===== config.mk =====
export PLATFORM = sky130hd
export DESIGN_NAME = uart_tx_core
export DESIGN_NICKNAME = d
export VERILOG_FILES = /design/src/rtl/uart_tx_pkg.sv /design/src/rtl/uart_baud_gen.sv /design/src/rtl/uart_tx_fifo.sv /design/src/rtl/uart_tx_shifter.sv /design/src/rtl/uart_tx_core.sv
export SDC_FILE = /design/constraint.sdc
export NUM_CORES = 1
export LEC_CHECK = 0
export BUFFER_PORTS_ARGS = -buffer_cell sky130_fd_sc_hd__buf_2
export CAP_MARGIN = 20
export CELL_PAD_IN_SITES_DETAIL_PLACEMENT = 1
export CELL_PAD_IN_SITES_GLOBAL_PLACEMENT = 1
export CORE_ASPECT_RATIO = 2
export CORE_MARGIN = 2
export CORE_UTILIZATION = 55
export DETAILED_ROUTE_END_ITERATION = 8
export GPL_TIMING_DRIVEN = 0
export PLACE_DENSITY = 0.9
export SYNTH_ARGS = -nofsm -noshare
export SYNTH_HDL_FRONTEND = slang
export SYNTH_SLANG_ARGS = --single-unit

===== constraint.sdc =====
create_clock -name clk -period 7.8 [get_ports clk]
set_clock_uncertainty 0.1 [all_clocks]
set_input_delay 0 -clock clk [delete_from_list [all_inputs] [get_ports clk]]
set_output_delay 0 -clock clk [all_outputs]
set_load 0.005 [all_outputs]

===== src/rtl/uart_tx_pkg.sv =====
// Shared types for the serial transmit path.
// Assumes characters of at most 12 bits: 1 start, 8 data, 1 parity, 2 stop.
package uart_tx_pkg;
    localparam int FRAME_W = 12;
    localparam int LEN_W   = 4;

    typedef struct packed {
        logic [1:0] wlen;     // data bits minus five
        logic       par_en;
        logic       par_odd;
        logic       two_stop;
    } line_cfg_t;

    typedef struct packed {
        logic [FRAME_W-1:0] bits;  // bit 0 goes out first
        logic [LEN_W-1:0]   len;   // number of bit times in the character
    } frame_t;

    // Assemble a character: start, data bits LSB first, optional parity, stop ones.
    function automatic frame_t build_frame(input logic [7:0] d, input line_cfg_t c);
        frame_t f;
        int     nd;
        logic   p;
        nd        = 5 + int'(c.wlen);
        f.bits    = '1;
        f.bits[0] = 1'b0;
        p         = c.par_odd;
        for (int i = 0; i < 8; i++) begin
            if (i < nd) begin
                f.bits[1+i] = d[i];
                p           = p ^ d[i];
            end
        end
        if (c.par_en) f.bits[1+nd] = p;
        f.len = LEN_W'(1 + nd + (c.par_en ? 1 : 0) + (c.two_stop ? 2 : 1));
        return f;
    endfunction
endpackage


===== src/rtl/uart_baud_gen.sv =====
// 16x tick generator. tick_o is high for one clock out of every div_q clocks.
// A divisor of zero holds the counter and gives no ticks. A divisor load
// restarts the count from zero.
module uart_baud_gen #(
    parameter int DIV_W = 16
) (
    input  logic             clk,
    input  logic             rst_n,
    input  logic             div_we,
    input  logic [DIV_W-1:0] div_in,
    output logic             tick_o
);
    logic [DIV_W-1:0] div_q;
    logic [DIV_W-1:0] cnt_q;

    // Tick when the count reaches the last cycle of the period.
    assign tick_o = (div_q != '0) && (cnt_q == div_q - 1'b1);

    // Divisor register and period counter.
    always_ff @(posedge clk) begin
        if (!rst_n) begin
            div_q <= '0;
            cnt_q <= '0;
        end else if (div_we) begin
            div_q <= div_in;
            cnt_q <= '0;
        end else if (div_q == '0 || tick_o) begin
            cnt_q <= '0;
        end else begin
            cnt_q <= cnt_q + 1'b1;
        end
    end

    AST_TICK_SPACING: assert property (@(posedge clk) disable iff (!rst_n)
        (tick_o && !div_we && div_q > 1) |=> !tick_o);
    AST_ZERO_DIV_SILENT: assert property (@(posedge clk) disable iff (!rst_n)
        ($past(div_we) && $past(div_in) == '0) |-> !tick_o);
endmodule


===== src/rtl/uart_tx_fifo.sv =====
// Transmit holding store. It is a DEPTH-entry queue when fifo_en is 1 and
// a single entry when fifo_en is 0. A push into a full store is refused.
// Assumes fifo_en changes only while the store is empty.
module uart_tx_fifo #(
    parameter int DATA_W = 8,
    parameter int DEPTH  = 16
) (
    input  logic              clk,
    input  logic              rst_n,
    input  logic              fifo_en,
    input  logic              push_req,
    input  logic [DATA_W-1:0] push_data,
    input  logic              pop,
    output logic [DATA_W-1:0] head,
    output logic              accept,
    output logic              empty
);
    localparam int AW = (DEPTH > 1) ? $clog2(DEPTH) : 1;
    localparam int CW = $clog2(DEPTH + 1);
    localparam logic [CW-1:0] DEPTH_C = CW'(DEPTH);
    localparam logic [AW-1:0] LAST_C  = AW'(DEPTH - 1);

    logic [DATA_W-1:0] mem [DEPTH];
    logic [AW-1:0]     wptr_q, rptr_q;
    logic [CW-1:0]     count_q;
    logic [CW-1:0]     limit;
    logic              full;

    // Capacity follows the buffering mode.
    assign limit  = fifo_en ? DEPTH_C : CW'(1);
    assign full   = count_q >= limit;
    assign accept = push_req && !full;
    assign empty  = (count_q == '0);
    assign head   = mem[rptr_q];

    // Storage write.
    always_ff @(posedge clk) begin
        if (accept) mem[wptr_q] <= push_data;
    end

    // Pointers and occupancy.
    always_ff @(posedge clk) begin
        if (!rst_n) begin
            wptr_q  <= '0;
            rptr_q  <= '0;
            count_q <= '0;
        end else begin
            if (accept) wptr_q <= (wptr_q == LAST_C) ? '0 : wptr_q + 1'b1;
            if (pop)    rptr_q <= (rptr_q == LAST_C) ? '0 : rptr_q + 1'b1;
            case ({accept, pop})
                2'b10:   count_q <= count_q + 1'b1;
                2'b01:   count_q <= count_q - 1'b1;
                default: count_q <= count_q;
            endcase
        end
    end

    AST_NO_OVERFLOW: assert property (@(posedge clk) disable iff (!rst_n)
        count_q <= DEPTH_C);
    AST_FULL_REFUSES: assert property (@(posedge clk) disable iff (!rst_n)
        (full && !pop) |=> (count_q == $past(count_q)));
    AST_NO_UNDERFLOW: assert property (@(posedge clk) disable iff (!rst_n)
        pop |-> !empty);
endmodule


===== src/rtl/uart_tx_shifter.sv =====
// Character shifter. It loads a prepared frame and sends one bit per 16 ticks,
// LSB first, then returns to idle. done_o marks the tick that ends the last bit.
module uart_tx_shifter
    import uart_tx_pkg::*;
#(
    parameter int OVERSAMPLE = 16
) (
    input  logic   clk,
    input  logic   rst_n,
    input  logic   tick,
    input  logic   load,
    input  frame_t frame_in,
    output logic   busy_o,
    output logic   done_o,
    output logic   txd_o
);
    localparam int SW = $clog2(OVERSAMPLE);
    localparam logic [SW-1:0] SUB_LAST = SW'(OVERSAMPLE - 1);

    logic [FRAME_W-1:0] sr_q;
    logic [LEN_W-1:0]   left_q;
    logic [SW-1:0]      sub_q;
    logic               busy_q;
    logic               bit_end;

    assign bit_end = busy_q && tick && (sub_q == SUB_LAST);
    assign done_o  = bit_end && (left_q == LEN_W'(1));
    assign busy_o  = busy_q;
    assign txd_o   = busy_q ? sr_q[0] : 1'b1;

    // Load a frame, count ticks within a bit, and shift at each bit end.
    always_ff @(posedge clk) begin
        if (!rst_n) begin
            sr_q   <= '1;
            left_q <= '0;
            sub_q  <= '0;
            busy_q <= 1'b0;
        end else if (load && !busy_q) begin
            sr_q   <= frame_in.bits;
            left_q <= frame_in.len;
            sub_q  <= '0;
            busy_q <= 1'b1;
        end else if (bit_end) begin
            sr_q   <= {1'b1, sr_q[FRAME_W-1:1]};
            left_q <= left_q - 1'b1;
            sub_q  <= '0;
            if (left_q == LEN_W'(1)) busy_q <= 1'b0;
        end else if (busy_q && tick) begin
            sub_q <= sub_q + 1'b1;
        end
    end

    AST_IDLE_HIGH: assert property (@(posedge clk) disable iff (!rst_n)
        !busy_q |-> txd_o);
    AST_START_LOW: assert property (@(posedge clk) disable iff (!rst_n)
        $rose(busy_q) |-> !txd_o);
    AST_BIT_HOLD: assert property (@(posedge clk) disable iff (!rst_n)
        (busy_q && !tick && !load) |=> $stable(txd_o));
endmodule


===== src/rtl/uart_tx_core.sv =====
// Serial transmit path top. It joins the tick generator, the holding store
// and the shifter, and keeps the holding-empty and shifter-empty flags.
// Assumes fifo_en changes only while the store is empty.
module uart_tx_core
    import uart_tx_pkg::*;
#(
    parameter int DEPTH = 16,
    parameter int DIV_W = 16
) (
    input  logic       clk,
    input  logic       rst_n,
    input  logic       thr_wr,
    input  logic [7:0] thr_data,
    input  logic       div_wr,
    input  logic [7:0] div_msb,
    input  logic [7:0] div_lsb,
    input  logic       fifo_en,
    input  logic       tx_int_en,
    input  logic [1:0] word_len,
    input  logic       parity_en,
    input  logic       parity_odd,
    input  logic       stop_two,
    output logic       txd,
    output logic       thr_empty,
    output logic       tsr_empty,
    output logic       tx_irq
);
    logic       tick;
    logic       accept, empty, busy, done, load;
    logic [7:0] head;
    line_cfg_t  cfg;
    frame_t     frame;
    logic       tsr_empty_q;

    uart_baud_gen #(.DIV_W(DIV_W)) u_baud (
        .clk(clk), .rst_n(rst_n), .div_we(div_wr),
        .div_in(DIV_W'({div_msb, div_lsb})), .tick_o(tick)
    );

    uart_tx_fifo #(.DATA_W(8), .DEPTH(DEPTH)) u_fifo (
        .clk(clk), .rst_n(rst_n), .fifo_en(fifo_en), .push_req(thr_wr),
        .push_data(thr_data), .pop(load), .head(head), .accept(accept),
        .empty(empty)
    );

    // Frame assembly from the head byte and the current line settings.
    assign cfg   = '{wlen: word_len, par_en: parity_en, par_odd: parity_odd, two_stop: stop_two};
    assign frame = build_frame(head, cfg);
    assign load  = !busy && !empty;

    uart_tx_shifter #(.OVERSAMPLE(16)) u_shift (
        .clk(clk), .rst_n(rst_n), .tick(tick), .load(load), .frame_in(frame),
        .busy_o(busy), .done_o(done), .txd_o(txd)
    );

    // Shifter-empty flag: a write clears it, a finished character with nothing queued sets it.
    always_ff @(posedge clk) begin
        if (!rst_n)              tsr_empty_q <= 1'b1;
        else if (accept)         tsr_empty_q <= 1'b0;
        else if (done && empty)  tsr_empty_q <= 1'b1;
    end

    assign tsr_empty = tsr_empty_q;
    assign thr_empty = empty;
    assign tx_irq    = tx_int_en && empty;

    AST_WRITE_CLEARS_THR: assert property (@(posedge clk) disable iff (!rst_n)
        accept |=> !thr_empty);
    AST_WRITE_CLEARS_TSR: assert property (@(posedge clk) disable iff (!rst_n)
        accept |=> !tsr_empty);
    AST_BUSY_NOT_IDLE: assert property (@(posedge clk) disable iff (!rst_n)
        busy |-> !tsr_empty);
    AST_IRQ_NEEDS_ENABLE: assert property (@(posedge clk) disable iff (!rst_n)
        tx_irq |-> (tx_int_en && thr_empty));
endmodule


==> impl_results.md <==
- First-pass GRT wire length: 36,900 um
- Setup violators final: 0
- Post-Syn Area: 9090 um2
- Max-cap viol count: 0
- DPL Wire Length: 16,900 um
- Post-route ant nets: 0
- CP max FO: 10
- Routed vias: 5,945
- Final Critical Period: 4220 ps
- R2R Setup Slk: 3580 ps
- Diode count: 0
- Synth Register Bits: 199
- Slew headroom: 34.8%
- WS Path Type: flip-flop to flip-flop
- Worst Setup Start Kind: flip-flop
- Final hold violation count: 0
- Routed Wire Length: 24,100 um
- Post-Syn Area per Cell: 13.6 um2
- Peak supply drop: 295 uV
- Share of cells above drive strength 1: 17.5%
- Die W: 94.9 um
- Placed cell count: 910
- Starting Density: 56.1%
- Synth Instances: 669
- Yosys warns: 0
- Core box area: 16,200 um2
- GR Overflow Total: 0
- Cell count of the worst reg-to-reg path: 14
- Number of synthesized flops with an enable pin: 128
- Async set-reset flop share out of synthesis: 0%
- Seq/Total Area, Yosys: 57.9%
- FF-to-FF End: u_fifo.count_q[4]$_SDFFE_PN0P_
- Vias per cell: 6.14
- Vias in the first global route: 6,705
- Setup_tns: 0 ps
- Area taken by multi-input logic gates: 3580 um2
- Clock tree buffer depth: 2
- Power Dens Cells: 280 nW/um2
- HP Class: input pin to flip-flop
- Area Overhead vs Synth: 14.3%
- CP required: 8070 ps
- # rows: 66
- Final Power: 2900 uW
- Hold Path Stages: 3
- Most frequent cells in the layout: edfxtp_1 (128), dfxtp_1 (71), nor2_1 (69)
- Hold EP: u_baud.div_q[1]$_SDFFE_PN0P_
- Fin Hold WS: 22.1 ps
- Largest net degree at the start of global routing: 18
- Routed length on met3: 657 um
- Worst EP arrival: 4490 ps
- TritonCTS clock tree: built
- Synth unique cells: 69
- Die Height: 186 um
- PortBufs: 37
- Final core utilization: 64.2%
- Nets: 818
- Avg WL per Cell: 24.9 um
- Synth Flop Type: edfxtp_1
- Die area: 17,600 um2
- TritonRoute pass-1 iters: 4
- Drt initial violations: 309
- Finished Layout Cells: 969
- Launch point of the worst path: u_fifo.count_q[1]$_SDFFE_PN0P_
- Clock latency at the later pin of the worst-skew pair: 440 ps
- GRT Resource Usage Total: 29.2%
- Most common cell after layout, fill and taps aside: edfxtp_1
- DRT met1 WL: 7960 um
- Reg area: 5270 um2
- Run status: complete, no violations
- Clk sinks: 199
- Fill count: 1,546
- IO Pins: 39
- Routability cong.: 0.844
- Max-slew violation count: 0
- Worst setup EP type: flip-flop
- Residual DRC: 0
- Worst-Margin Slew: 970 ps
- H-tree levels: 4
- Initial antenna violation count: 0
- Reg clk slew, reported paths: 80 ps
- # resized after CTS: 0
- Period utilization: 54.1%
- Leakage power: 0.00375 uW
- Syn nets: 733
- Cts bufs inserted: 17
- Clk root buf: clkbuf_16
- RSZ-0062 raised after global routing: false
- Met2 wire length: 14,000 um
- Worst Hold Launch: div_wr
- DR top layer: met4
- Reg-to-Reg Start: u_fifo.count_q[1]$_SDFFE_PN0P_
- Max frequency: 237 MHz
## synthesized netlist by cell type (all sizes together) (2+ instances only)
cell / n / share of area (%)
a311oi: 2 / 0.19
nor4: 8 / 0.85
a31oi: 3 / 0.21
a22oi: 3 / 0.25
xnor3: 4 / 1.0
and3: 4 / 0.28
and4: 2 / 0.19
and3b: 2 / 0.19
mux2i: 26 / 2.9
mux4: 36 / 8.9
or2: 4 / 0.28
xor2: 23 / 2.2
a221oi: 5 / 0.55
clkbuf: 21 / 0.88
edfxtp: 128 / 42
a211oi: 7 / 0.58
xnor2: 25 / 2.4
dfxtp: 71 / 16
a2111oi: 3 / 0.50
or4: 2 / 0.18
or3: 6 / 0.47
ha: 26 / 3.6
a22o: 3 / 0.29
a21oi: 19 / 1.0
mux2: 5 / 0.62
nand4: 3 / 0.21
nand2: 26 / 1.1
nand3: 17 / 0.94
nor3b: 2 / 0.17
inv: 25 / 1.0
o21ai: 15 / 0.83
nor2b: 3 / 0.21
fa: 3 / 0.66
nor3: 12 / 0.66
nand2b: 6 / 0.41
a211o: 2 / 0.19
nor2: 70 / 3.0
buf: 8 / 0.74
and2: 20 / 1.4
a21o: 3 / 0.25
## worst max-delay path by stage
stage,end,cells after the start
after floorplan,u_baud.cnt_q[2]$_SDFF_PP0_,13
after global placement,u_fifo.count_q[4]$_SDFFE_PN0P_,12
after detailed placement,u_fifo.count_q[4]$_SDFFE_PN0P_,14
after CTS,u_fifo.count_q[4]$_SDFFE_PN0P_,14
after global routing,u_fifo.count_q[4]$_SDFFE_PN0P_,14
final,u_fifo.count_q[4]$_SDFFE_PN0P_,14
## sequential cells by signal, summed over array words and instances (netlist names), named ones only
name / cells
u_shift.busy_o: 1
u_shift.left_q: 4
tsr_empty: 1
u_shift.sub_q: 4
u_shift.sr_q: 12
u_baud.cnt_q: 16
u_fifo.mem: 128
u_fifo.count_q: 5
u_baud.div_q: 16
u_fifo.rptr_q: 4
u_fifo.wptr_q: 4
## metal layers
| metal | vias up | track usage [%] |
|---|---|---|
| met5 | - | 0 |
| met4 | 0 | 19.8 |
| met3 | 85 | 4.21 |
| met2 | 175 | 55.7 |
| met1 | 3035 | 27.6 |
| li1 | 2650 | - |
## layout make-up
type                    instances  area share, %
clock buffers                  18           4.13
inverters                      25          0.903
plain buffers                  29           1.42
clock inverters                12           1.37
repair buffers                 66           4.58
multi-input cells             416           34.5
well taps                     204           2.46
flip-flops and latches        199           50.7
## metrics by stage
stage | area, um2 | worst slack [ps]
3_5_place_dp | 9530 | 3780
2_1_floorplan | 9090 | 4750
5_1_grt | 10400 | 3390
4_1_cts | 10400 | 3610
6_report | 10400 | 3580
3_3_place_gp | 9530 | 4000
## logic make-up after synthesis
kind of cell / after synthesis / share of synthesized area [%]
flops: 199 / 57.9
xor+xnor: 52 / 5.66
compound gates: 77 / 6.21
mux: 67 / 12.4
simple gates: 191 / 10.9
fa+ha+maj: 29 / 4.24
buf+inv: 54 / 2.66
## worst max-delay path: stages (launching register included)
cell and delay (ps):
dfxtp_1 350, or3_1 410, nor3_1 760, or2_2 260, inv_1 170, clkbuf_1 340
ha_1 340, inv_1 130, fa_1 240, inv_1 80, a21o_1 170, a21oi_1 230
xnor2_1 120, or3_1 320, a21oi_1 140
## what timing repair did
item                                   in CTS  in global routing
hold buffers                               29                  0
buffers inserted                            0                  0
endpoints found under the hold margin     157                  0
## report_power, final
part           internal [uW]  total (uW)  switching (uW)
Combinational            332         771             439
Clock                    476         880             404
Sequential              1190        1250            61.6
(Power assumes the default switching activity.)
